$ cat config.mk
export PLATFORM = sky130hd
export DESIGN_NAME = gpio_bank_regs
export DESIGN_NICKNAME = d
export VERILOG_FILES = /design/src/rtl/gpio_bank_pkg.sv /design/src/rtl/gpio_bank_bitreg.sv /design/src/rtl/gpio_bank_sync.sv /design/src/rtl/gpio_bank_pad.sv /design/src/rtl/gpio_bank_regs.sv
export SDC_FILE = /design/constraint.sdc
export NUM_CORES = 1
export LEC_CHECK = 0
export ABC_CLOCK_PERIOD_IN_PS = 1600
export BUFFER_PORTS_ARGS = -buffer_cell sky130_fd_sc_hd__buf_2
export CORE_MARGIN = 4
export CORE_UTILIZATION = 39
export DETAILED_ROUTE_END_ITERATION = 8
export SYNTH_ARGS = -nofsm -noshare
export SYNTH_HDL_FRONTEND = slang
export SYNTH_SLANG_ARGS = --single-unit
$ cat constraint.sdc
create_clock -name clk -period 1.6 [get_ports clk]
set_input_delay 0.24 -clock clk [delete_from_list [all_inputs] [get_ports clk]]
set_output_delay 0.24 -clock clk [all_outputs]
set_load 0.02 [all_outputs]
$ cat src/rtl/gpio_bank_pkg.sv
package gpio_bank_pkg;
   localparam int BUS_W  = 32;
   localparam int ADDR_W = 8;

   localparam logic [ADDR_W-1:0] OFS_DOUT    = 8'h00;
   localparam logic [ADDR_W-1:0] OFS_DIN     = 8'h04;
   localparam logic [ADDR_W-1:0] OFS_MHI     = 8'h08;
   localparam logic [ADDR_W-1:0] OFS_MLO     = 8'h0C;
   localparam logic [ADDR_W-1:0] OFS_DSET    = 8'h14;
   localparam logic [ADDR_W-1:0] OFS_DCLR    = 8'h18;
   localparam logic [ADDR_W-1:0] OFS_MHI_CLR = 8'h50;
   localparam logic [ADDR_W-1:0] OFS_MLO_SET = 8'h54;
   localparam logic [ADDR_W-1:0] OFS_MLO_CLR = 8'h58;

   typedef enum logic [1:0] {
      PM_INPUT     = 2'b00,
      PM_PUSHPULL  = 2'b01,
      PM_LOW_ONLY  = 2'b10,
      PM_HIGH_ONLY = 2'b11
   } pad_mode_e;

   typedef struct packed {
      logic oe;
      logic val;
   } pad_drive_t;

   function automatic pad_drive_t drive_of(pad_mode_e m, logic d);
      pad_drive_t r;
      unique case (m)
         PM_INPUT:     begin r.oe = 1'b0; r.val = 1'b0; end
         PM_PUSHPULL:  begin r.oe = 1'b1; r.val = d;    end
         PM_LOW_ONLY:  begin r.oe = ~d;   r.val = 1'b0; end
         PM_HIGH_ONLY: begin r.oe = d;    r.val = 1'b1; end
         default:      begin r.oe = 1'b0; r.val = 1'b0; end
      endcase
      return r;
   endfunction
endpackage

$ cat src/rtl/gpio_bank_bitreg.sv
module gpio_bank_bitreg #(
   parameter int W       = 32,
   parameter bit HAS_SET = 1'b1,
   parameter bit HAS_CLR = 1'b1
) (
   input  logic         clk,
   input  logic         rst_n,
   input  logic         allow,
   input  logic         hit_load,
   input  logic         hit_set,
   input  logic         hit_clr,
   input  logic [W-1:0] wdata,
   output logic [W-1:0] q
);
   logic [W-1:0] nxt;

   always_comb begin
      nxt = q;
      if (allow) begin
         if (hit_load)
            nxt = wdata;
         else if (HAS_SET && hit_set)
            nxt = q | wdata;
         else if (HAS_CLR && hit_clr)
            nxt = q & ~wdata;
      end
   end

   always_ff @(posedge clk or negedge rst_n) begin
      if (!rst_n) q <= '0;
      else        q <= nxt;
   end
endmodule

$ cat src/rtl/gpio_bank_sync.sv
module gpio_bank_sync #(
   parameter int W      = 32,
   parameter int STAGES = 2
) (
   input  logic         clk,
   input  logic         rst_n,
   input  logic [W-1:0] d,
   output logic [W-1:0] q
);
   initial begin
      if (STAGES < 2) $error("gpio_bank_sync: STAGES must be at least 2");
   end

   logic [W-1:0] stg [STAGES];

   for (genvar s = 0; s < STAGES; s++) begin : g_stage
      always_ff @(posedge clk or negedge rst_n) begin
         if (!rst_n)      stg[s] <= '0;
         else if (s == 0) stg[s] <= d;
         else             stg[s] <= stg[(s == 0) ? 0 : s-1];
      end
   end

   assign q = stg[STAGES-1];
endmodule

$ cat src/rtl/gpio_bank_pad.sv
module gpio_bank_pad
   import gpio_bank_pkg::*;
#(
   parameter int NUM_PINS = 32
) (
   input  logic [NUM_PINS-1:0] mode_hi,
   input  logic [NUM_PINS-1:0] mode_lo,
   input  logic [NUM_PINS-1:0] dout,
   output logic [NUM_PINS-1:0] pad_out,
   output logic [NUM_PINS-1:0] pad_oe
);
   for (genvar p = 0; p < NUM_PINS; p++) begin : g_pin
      pad_drive_t drv;
      always_comb drv = drive_of(pad_mode_e'({mode_hi[p], mode_lo[p]}), dout[p]);
      assign pad_out[p] = drv.val;
      assign pad_oe[p]  = drv.oe;
   end
endmodule

$ cat src/rtl/gpio_bank_regs.sv
module gpio_bank_regs
   import gpio_bank_pkg::*;
#(
   parameter int NUM_PINS    = 32,
   parameter int SYNC_STAGES = 2
) (
   input  logic                clk,
   input  logic                rst_n,
   input  logic                bus_we,
   input  logic [ADDR_W-1:0]   bus_addr,
   input  logic [BUS_W-1:0]    bus_wdata,
   output logic [BUS_W-1:0]    bus_rdata,
   input  logic                lock_we,
   input  logic [NUM_PINS-1:0] pad_in,
   output logic [NUM_PINS-1:0] pad_out,
   output logic [NUM_PINS-1:0] pad_oe
);
   initial begin
      if (NUM_PINS < 1 || NUM_PINS > BUS_W)
         $error("gpio_bank_regs: NUM_PINS must be 1..%0d", BUS_W);
   end

   logic [NUM_PINS-1:0] wd;
   logic [NUM_PINS-1:0] data_q, mode0_q, mode1_q, din_q;
   logic hit_dout, hit_dset, hit_dclr, hit_mhi, hit_mhi_clr;
   logic hit_mlo, hit_mlo_set, hit_mlo_clr;

   assign wd          = bus_wdata[NUM_PINS-1:0];
   assign hit_dout    = bus_we && (bus_addr == OFS_DOUT);
   assign hit_dset    = bus_we && (bus_addr == OFS_DSET);
   assign hit_dclr    = bus_we && (bus_addr == OFS_DCLR);
   assign hit_mhi     = bus_we && (bus_addr == OFS_MHI);
   assign hit_mhi_clr = bus_we && (bus_addr == OFS_MHI_CLR);
   assign hit_mlo     = bus_we && (bus_addr == OFS_MLO);
   assign hit_mlo_set = bus_we && (bus_addr == OFS_MLO_SET);
   assign hit_mlo_clr = bus_we && (bus_addr == OFS_MLO_CLR);

   gpio_bank_bitreg #(.W(NUM_PINS), .HAS_SET(1'b1), .HAS_CLR(1'b1)) u_data (
      .clk(clk), .rst_n(rst_n), .allow(1'b1),
      .hit_load(hit_dout), .hit_set(hit_dset), .hit_clr(hit_dclr),
      .wdata(wd), .q(data_q));

   gpio_bank_bitreg #(.W(NUM_PINS), .HAS_SET(1'b0), .HAS_CLR(1'b1)) u_mode_hi (
      .clk(clk), .rst_n(rst_n), .allow(lock_we),
      .hit_load(hit_mhi), .hit_set(1'b0), .hit_clr(hit_mhi_clr),
      .wdata(wd), .q(mode1_q));

   gpio_bank_bitreg #(.W(NUM_PINS), .HAS_SET(1'b1), .HAS_CLR(1'b1)) u_mode_lo (
      .clk(clk), .rst_n(rst_n), .allow(lock_we),
      .hit_load(hit_mlo), .hit_set(hit_mlo_set), .hit_clr(hit_mlo_clr),
      .wdata(wd), .q(mode0_q));

   gpio_bank_sync #(.W(NUM_PINS), .STAGES(SYNC_STAGES)) u_sync (
      .clk(clk), .rst_n(rst_n), .d(pad_in), .q(din_q));

   gpio_bank_pad #(.NUM_PINS(NUM_PINS)) u_pad (
      .mode_hi(mode1_q), .mode_lo(mode0_q), .dout(data_q),
      .pad_out(pad_out), .pad_oe(pad_oe));

   always_comb begin
      bus_rdata = '0;
      unique case (bus_addr)
         OFS_DOUT: bus_rdata[NUM_PINS-1:0] = data_q;
         OFS_DIN:  bus_rdata[NUM_PINS-1:0] = din_q;
         OFS_MHI:  bus_rdata[NUM_PINS-1:0] = mode1_q;
         OFS_MLO:  bus_rdata[NUM_PINS-1:0] = mode0_q;
         default:  bus_rdata = '0;
      endcase
   end
endmodule

==> results_dict.tcl, run 1 <==
set metrics [dict create \
    relSlewSlack_pct 70.9 \
    worst_pin_slew_ps 437 \
    gp_congestion 0.800 \
    rows 50 \
    antenna_found_initial 1 \
    clock-root-buffer "clkbuf_16" \
    crit_path_end_kind "primary output" \
    ys_seq_area_share_pct 53.7 \
    cap_violations 0 \
    synth-edff-count 0 \
    layout.nets 1013 \
    overflow 0 \
    final_cell_mix "158 x dfrtp_1, 104 x buf_2, 99 x nand2_1" \
    start_util_pct 39.7 \
    io_pins 172 \
    clk_path_buf_depth 2 \
    io_buffers 171 \
    fin_crit_ps 1850 \
    grt_max_degree 47 \
    finalPower_uw 9640 \
    drive_above_1_share_pct 43.6 \
    worstPathMaxFanout 7 \
    drt-pass1-iter-count 5 \
    synth_area_per_cell_um2 10.8 \
    core_area_mm2 0.0188 \
    grt_use_total_pct 22.6 \
    final.setup.worst_slack_ps -248 \
    fmax_ghz 0.541 \
    clk_latency_ps 430 \
    yosys_warnings 0 \
    grt_first_pass_wirelength_mm 38.8 \
    vias_per_cell 5.78 \
    dr.first_iter.drc_count 409 \
    dp.cells 1090 \
    layout_commonest_cell "dfrtp_1" \
    rsz0062_at_grt "yes" \
    async_flop_share_pct 100 \
    ys_ff_latch 160 \
    vdd_drop_max_mv 0.726 \
    place_ws_ps -461 \
    die_w_um 146 \
    violations "setup timing" \
    worstSetupStartpointType "input port" \
    design.die.area_mm2 0.0214 \
    synth_area_mm2 0.00746 \
    min_path_type "in -> reg" \
    ant_nets 0 \
    place_area_mm2 0.00915 \
    critical_path_required_ps 1360 \
    num_vias 6847 \
    synth_fp_nets 767 \
    design_area_mm2 0.0114 \
    area_growth_pct 53.5 \
    powerDensity_mw_per_mm2 842 \
    postSynthCellCount 691 \
    die_h_um 146 \
    status "complete, but fails checks" \
    clkTransAtPathRegs_ps 70 \
    setup_viol 49 \
    clock-sinks 160 \
    post_drt_wl_per_cell_um 21.2 \
    cts_tree "done" \
    instances_no_fill 1184 \
    drc_errors 0 \
    criticalPathCategory "in -> out" \
    slew_viol_final 0 \
    tns_ps -7270 \
    synthFlopType "dfrtp_1" \
    synth_area_leader_cell "dfrtp_1" \
    hold_viol 0 \
    num_antenna_cells 0 \
    wl_mm 25.1 \
    cts_made_buffers 17 \
    ys_types 32 \
    hpwlAfterDp_mm 15.6 \
    synth_area_leaders "dfrtp_1 54%, o21ai_0 5.8%, nand2_1 5.0%, a32o_1 4.3%, mux2i_1 4.3%" \
    yosysTopAreaCellShare_pct 53.7 \
    grt_pass1_vias 7055 \
    period_share_pct 116 \
    htree_levels 4 \
    fin_skew_ps 5.84 \
    critPathArrivalTime_ps 1610 \
    p_leak_uw 0.00498 \
]
## report_power, final
part / internal [uW] / switching, uW
clock network: 2210 / 1760
logic: 619 / 558
registers: 4260 / 234
total: 7090 / 2550
## critical path, cell delays in order
cell and delay (ps):
buf_6 100, nor4_4 370, and3_4 390, clkbuf_16 200
a22oi_2 90, o21ai_4 70, buf_6 130
## synthesized netlist by cell type, types with 2 or more instances
| library cell | n |
|---|---|
| dfrtp_1 | 160 |
| nand2_1 | 99 |
| o21ai_0 | 86 |
| clkbuf_1 | 41 |
| o21a_1 | 33 |
| xnor2_1 | 33 |
| a22o_1 | 32 |
| a22oi_1 | 32 |
| a32o_1 | 32 |
| mux2i_1 | 32 |
| nand2b_1 | 32 |
| o221ai_1 | 32 |
| buf_2 | 11 |
| o21ai_1 | 10 |
| and3_1 | 3 |
| buf_6 | 3 |
| and4_1 | 2 |
| nor2_1 | 2 |
| nor3_1 | 2 |
| nor3_4 | 2 |
## per-stage QoR
stage / hold slack, ps / utilization [%]
2_1_floorplan: -55.6 / -
5_1_grt: 82.5 / 61.0
6_report: 89.2 / 61.0
3_5_place_dp: 196 / 48.7
4_1_cts: 69.5 / 57.1
3_3_place_gp: 197 / 48.7
## layer usage
metal	track usage [%]	vias to the layer above	wire, um
li1	-	3056	-
met1	30.8	3489	10900
met2	36.0	266	12100
met3	5.96	34	1650
met4	5.74	2	365
met5	0	-	7
## logic make-up (layout without fill, tap and decap cells)
| kind of cell | after synthesis | count (layout) | synth area share, % |
|---|---|---|---|
| multiplexers | 32 | 32 | 4.29 |
| flip-flops | 160 | 160 | 53.7 |
| AND/OR/NAND/NOR | 152 | 152 | 9.95 |
| XOR/XNOR | 34 | 34 | 3.99 |
| buffers and inverters | 56 | 315 | 3.30 |
| AO/OA/AOI/OAI | 257 | 257 | 24.8 |
## area by class of cell
type	count	area, um2
inverter	1	3.75
sequential	160	4010
multi-input combinational	475	4100
fill	1512	7320
clock inverter	14	130
timing repair buffer	282	2470
clock buffer	18	439
tap	234	293
## repair_timing
item	4_1_cts	5_1_grt
endpoints found under the hold margin	69	0
pin swaps	31	51
gates cloned	1	4
endpoints found under the setup margin	44	66
gates resized for setup	138	90
hold buffers	33	0
buffers inserted	7	18
## final timing paths
check / from / endpoint / slack [ps] / cells past startpoint
min in group asynchronous: rst_n / u_sync.stg[34] / 300 / 2
min reg2reg: u_sync.stg[60] / u_sync.q[28] / 340 / 0
max: bus_addr[4] / bus_rdata[5] / -250 / 7
max reg2reg: flop / flop / 690 / 2
min: bus_wdata[28] / u_mode_hi.q[28] / 90 / 3
max in group asynchronous: rst_n / asynchronous set/reset pin / 660 / 3
(Power assumes the default switching activity.)
==> inputs of run 2 (changes only) <==
==> constraint.sdc (replaced) <==
create_clock -name clk -period 1.6 [get_ports clk]
set_input_delay 0.32 -clock clk [delete_from_list [all_inputs] [get_ports clk]]
set_output_delay 0.32 -clock clk [all_outputs]
set_load 0.02 [all_outputs]
==> results_dict.tcl, run 2 (synthesis results as in run 1) <==
set metrics [dict create \
    status "complete, but fails checks" \
    violations "setup timing" \
    slew_viol_final 0 \
    p_sw_uw 2460 \
    gp_congestion 0.857 \
    drt-pass1-iter-count 4 \
    htree_levels 4 \
    grt_max_degree 42 \
    hpwlAfterDp_mm 16.7 \
    rr_worst_depth 3 \
    vias_per_cell 5.64 \
    wl_met1_mm 10.5 \
    grt_use_total_pct 23.1 \
    rows 50 \
    final_cell_mix "143 x dfrtp_1, 112 x buf_4, 99 x nand2_1" \
    start_util_pct 39.7 \
    antenna_found_initial 1 \
    setup_viol 97 \
    clock-root-buffer "clkbuf_16" \
    dr.first_iter.drc_count 414 \
    dr.max_layer_used "met4" \
    layout_commonest_cell "dfrtp_1" \
    vdd_drop_max_mv 0.678 \
    wl_met3_mm 1.42 \
    worst_pin_slew_ps 493 \
    hold_viol 0 \
    min_path_type "in -> reg" \
    place_area_mm2 0.00946 \
    worstPathMaxFanout 8 \
    relSlewSlack_pct 67.0 \
    layout.nets 1037 \
    powerDensity_mw_per_mm2 867 \
    pwr-share-comb_pct 12.2 \
    cts_tree "done" \
    critPathArrivalTime_ps 1630 \
    die_w_um 146 \
    clk_path_buf_depth 2 \
    drc_errors 0 \
    dr_wl_met2_mm 12.5 \
    fmax_ghz 0.512 \
    rsz0062_at_grt "yes" \
    grt_first_pass_wirelength_mm 39.5 \
    design_area_mm2 0.0118 \
    min_delay_path_depth 1 \
    clock_power_share_pct 43.5 \
    die_h_um 146 \
    core_area_mm2 0.0188 \
    area_growth_pct 57.7 \
    final.setup.worst_slack_ps -354 \
    power_frac_seq_pct 44.3 \
    design.die.area_mm2 0.0214 \
    num_vias 6847 \
    post_drt_wl_per_cell_um 20.5 \
    worstSetupStartpointType "input port" \
    cts_made_buffers 17 \
    period_share_pct 122 \
    crit_path_end_kind "primary output" \
    clkTransAtPathRegs_ps 60 \
    criticalPathCategory "in -> out" \
    drive_above_1_share_pct 48.5 \
    cap_violations 0 \
    internal-power_uw 7750 \
    io_buffers 171 \
    critical_path_required_ps 1280 \
    clock-sinks 160 \
    finish.utilization_pct 62.7 \
    fin_skew_ps 4.31 \
    clk_latency_ps 430 \
    ant_nets 0 \
    io_pins 172 \
    fin_crit_ps 1950 \
    wl_mm 24.9 \
    overflow 0 \
    p_leak_uw 0.00516 \
    grt_pass1_vias 7173 \
    switching_share_pct 24.1 \
]
## run 2: through the flow
stage | hold slack [ps] | TNS [ps] | worst slack [ps] | std cells | total power [uW]
finish | 16.1 | -15490 | -354 | 1213 | 10200
global route | 1.28 | -20020 | -393 | 1209 | 10600
CTS | 2.42 | -11370 | -338 | 1187 | 10200
detailed placement | 281 | -36080 | -458 | 1103 | 5440
global placement | 277 | -33890 | -425 | 1103 | 5410
floorplan | 24.4 | -3480 | -83.3 | 691 | 4930
## run 2: critical path, cell delays in order
cell	delay (ps)
buf_8	100
nor4_4	340
and3_4	300
buf_12	120
buf_12	140
a22oi_2	100
o21ai_4	70
buf_6	130
## run 2: worst paths after layout
check | from | to | slack, ps
setup / recovery | bus_addr[4] | bus_rdata[14] | -350
hold / removal | pad_in[15] | u_sync.stg[47] | 20
setup reg to reg | flop | flop | 570
hold reg to reg | u_sync.stg[33] | u_sync.q[1] | 340
max in group asynchronous | rst_n | u_mode_hi.q[31] | 600
min in group asynchronous | rst_n | u_sync.stg[38] | 390
## run 2: timing repair
action	CTS	global route
endpoints found under the setup margin	64	85
gates resized for setup	159	64
buffers inserted	21	20
pin swaps	24	33
hold buffers	31	0
endpoints found under the hold margin	65	0
gates cloned	1	2
## run 2: metal layers
metal,vias to the layer above,global-route usage [%]
li1,3111,-
met1,3463,30.8
met2,235,38.0
met3,38,4.47
met4,0,7.76
met5,-,0
## run 2: area by class of cell
cell class	instances	area [um2]
repair buffers	306	2550
clock buffers	21	450
well taps	234	293
diodes	5	12.5
clock inverters	11	186
multi-input cells	475	4240
inverters	1	3.75
flip-flops and latches	160	4030
fillers	1461	7000
## run 2: power groups by stage
stage               clock, uW  combinational [uW]  sequential (uW)
global route             4670                1340             4540
finish                   4440                1250             4520
global placement            0                 872             4540
floorplan                   0                 449             4480
CTS                      4490                1160             4500
detailed placement          0                 894             4550
==> inputs of run 3 (changes only) <==
==> constraint.sdc (replaced) <==
create_clock -name clk -period 1.6 [get_ports clk]
set_input_delay 0 -clock clk [delete_from_list [all_inputs] [get_ports clk]]
set_output_delay 0 -clock clk [all_outputs]
set_load 0.02 [all_outputs]
==> results_dict.tcl, run 3 (synthesis results as in run 1) <==
set metrics [dict create \
    drive_above_1_share_pct 27.1 \
    io_buffers 171 \
    relSlewSlack_pct 72.9 \
    slowest_stage "nor4_2" \
    clk_path_buf_depth 2 \
    clock-root-buffer "clkbuf_16" \
    powerDensity_mw_per_mm2 934 \
    htree_levels 4 \
    vdd_drop_max_mv 0.740 \
    place_area_mm2 0.00889 \
    overflow 0 \
    fin_skew_ps 2.84 \
    cap_violations 0 \
    die_w_um 146 \
    grt_use_total_pct 20.8 \
    design_area_mm2 0.0101 \
    wl_mm 22.0 \
    period_share_pct 93.8 \
    fmax_ghz 0.666 \
    cp_common_cell "buf_2" \
    min_path_type "in -> async" \
    dr.first_iter.drc_count 479 \
    cp.depth 8 \
    crit_chain "buf_2 > nor4_2 > buf_4 > and3_2 > buf_12 > a22oi_1 > o21ai_0 > buf_2" \
    crit_family "buffers and inverters" \
    grt_max_degree 49 \
    layout.nets 1010 \
    setup_viol 0 \
    critical_path_required_ps 1600 \
    area_growth_pct 35.9 \
    core_area_mm2 0.0188 \
    critPathMaxStageDelay_ps 330 \
    rows 50 \
    final.setup.worst_slack_ps 98.9 \
    die_h_um 146 \
    clk_latency_ps 420 \
    io_pins 172 \
    critPathArrivalTime_ps 1500 \
    hold_viol 0 \
    startpoint "bus_addr[5]" \
    criticalPathCategory "in -> out" \
    vias_per_cell 5.45 \
    post_cts_resized 0 \
    fin_crit_ps 1500 \
    design.die.area_mm2 0.0214 \
    crit_end "bus_rdata[22]" \
    clkTransAtPathRegs_ps 60 \
    crit_path_end_kind "primary output" \
    p_leak_uw 0.00451 \
    rsz0062_at_grt "no" \
    final_cell_mix "170 x buf_2, 160 x dfrtp_1, 99 x nand2_1" \
    crit_buf_inv 4 \
    rrSetupSlack_ps 820 \
    place_ws_ps -30.3 \
    start_util_pct 39.7 \
    ant_nets 0 \
    drt-pass1-iter-count 5 \
    drc_errors 0 \
    slew_viol_final 0 \
    grt_pass1_vias 6328 \
    num_vias 6441 \
    clock-sinks 160 \
    cts_made_buffers 17 \
    worstSetupStartpointType "input port" \
    worst_pin_slew_ps 406 \
    post_drt_wl_per_cell_um 18.6 \
    worstPathMaxFanout 15 \
    layout_commonest_cell "buf_2" \
    hpwlAfterDp_mm 15.2 \
    rr_worst_depth 1 \
    antenna_found_initial 0 \
    cts_tree "done" \
    grt_first_pass_wirelength_mm 35.4 \
    gp_congestion 0.827 \
    status "complete, no violations" \
]
[run 3: layout make-up]
cell class                 instances  area, um2
inverter                           1       3.75
multi-input combinational        475       3230
clock buffer                      18        429
timing repair buffer             279       2010
antenna                            1       2.50
tap                              234        293
fill                            1670       8630
clock inverter                    14        158
sequential                       160       4000
[run 3: per-stage QoR]
stage / instances / hold slack (ps) / util [%] / setup TNS [ps] / total power, uW
after floorplan: 691 / -296 / - / 0 / 4880
after global placement: 1084 / -61.6 / 47.4 / 0 / 5350
after detailed placement: 1084 / -60.0 / 47.4 / -173 / 5360
after CTS: 1181 / 56.1 / 54.0 / 0 / 9560
after global routing: 1181 / 87.3 / 54.0 / 0 / 9840
final: 1182 / 52.2 / 54.0 / 0 / 9460
[run 3: metal layers]
metal,up-vias,part of all wire [%],global-route usage (%)
li1,3044,-,-
met1,3165,47,29.7
met2,215,47,33.2
met3,17,5.4,3.79
met4,0,1.1,4.80
met5,-,0,0
[run 3: power breakdown]
group          switching, uW  total, uW  internal, uW
clock network           1730       4050          2320
logic                    495        965           470
registers                182       4440          4260
total                   2410       9460          7060
[run 3: worst min-delay path by stage]
stage,from,end,depth (start not counted)
finish,rst_n,u_sync.stg[33],2
global route,rst_n,u_sync.stg[33],2
CTS,rst_n,u_sync.stg[33],2
detailed placement,rst_n,u_sync.stg[33],1
global placement,rst_n,u_sync.q[1],1
floorplan,rst_n,asynchronous set/reset pin,0
[run 3: timing repair]
action,CTS,global route
hold buffers,65,0
endpoints found under the hold margin,288,0
buffers inserted,0,0
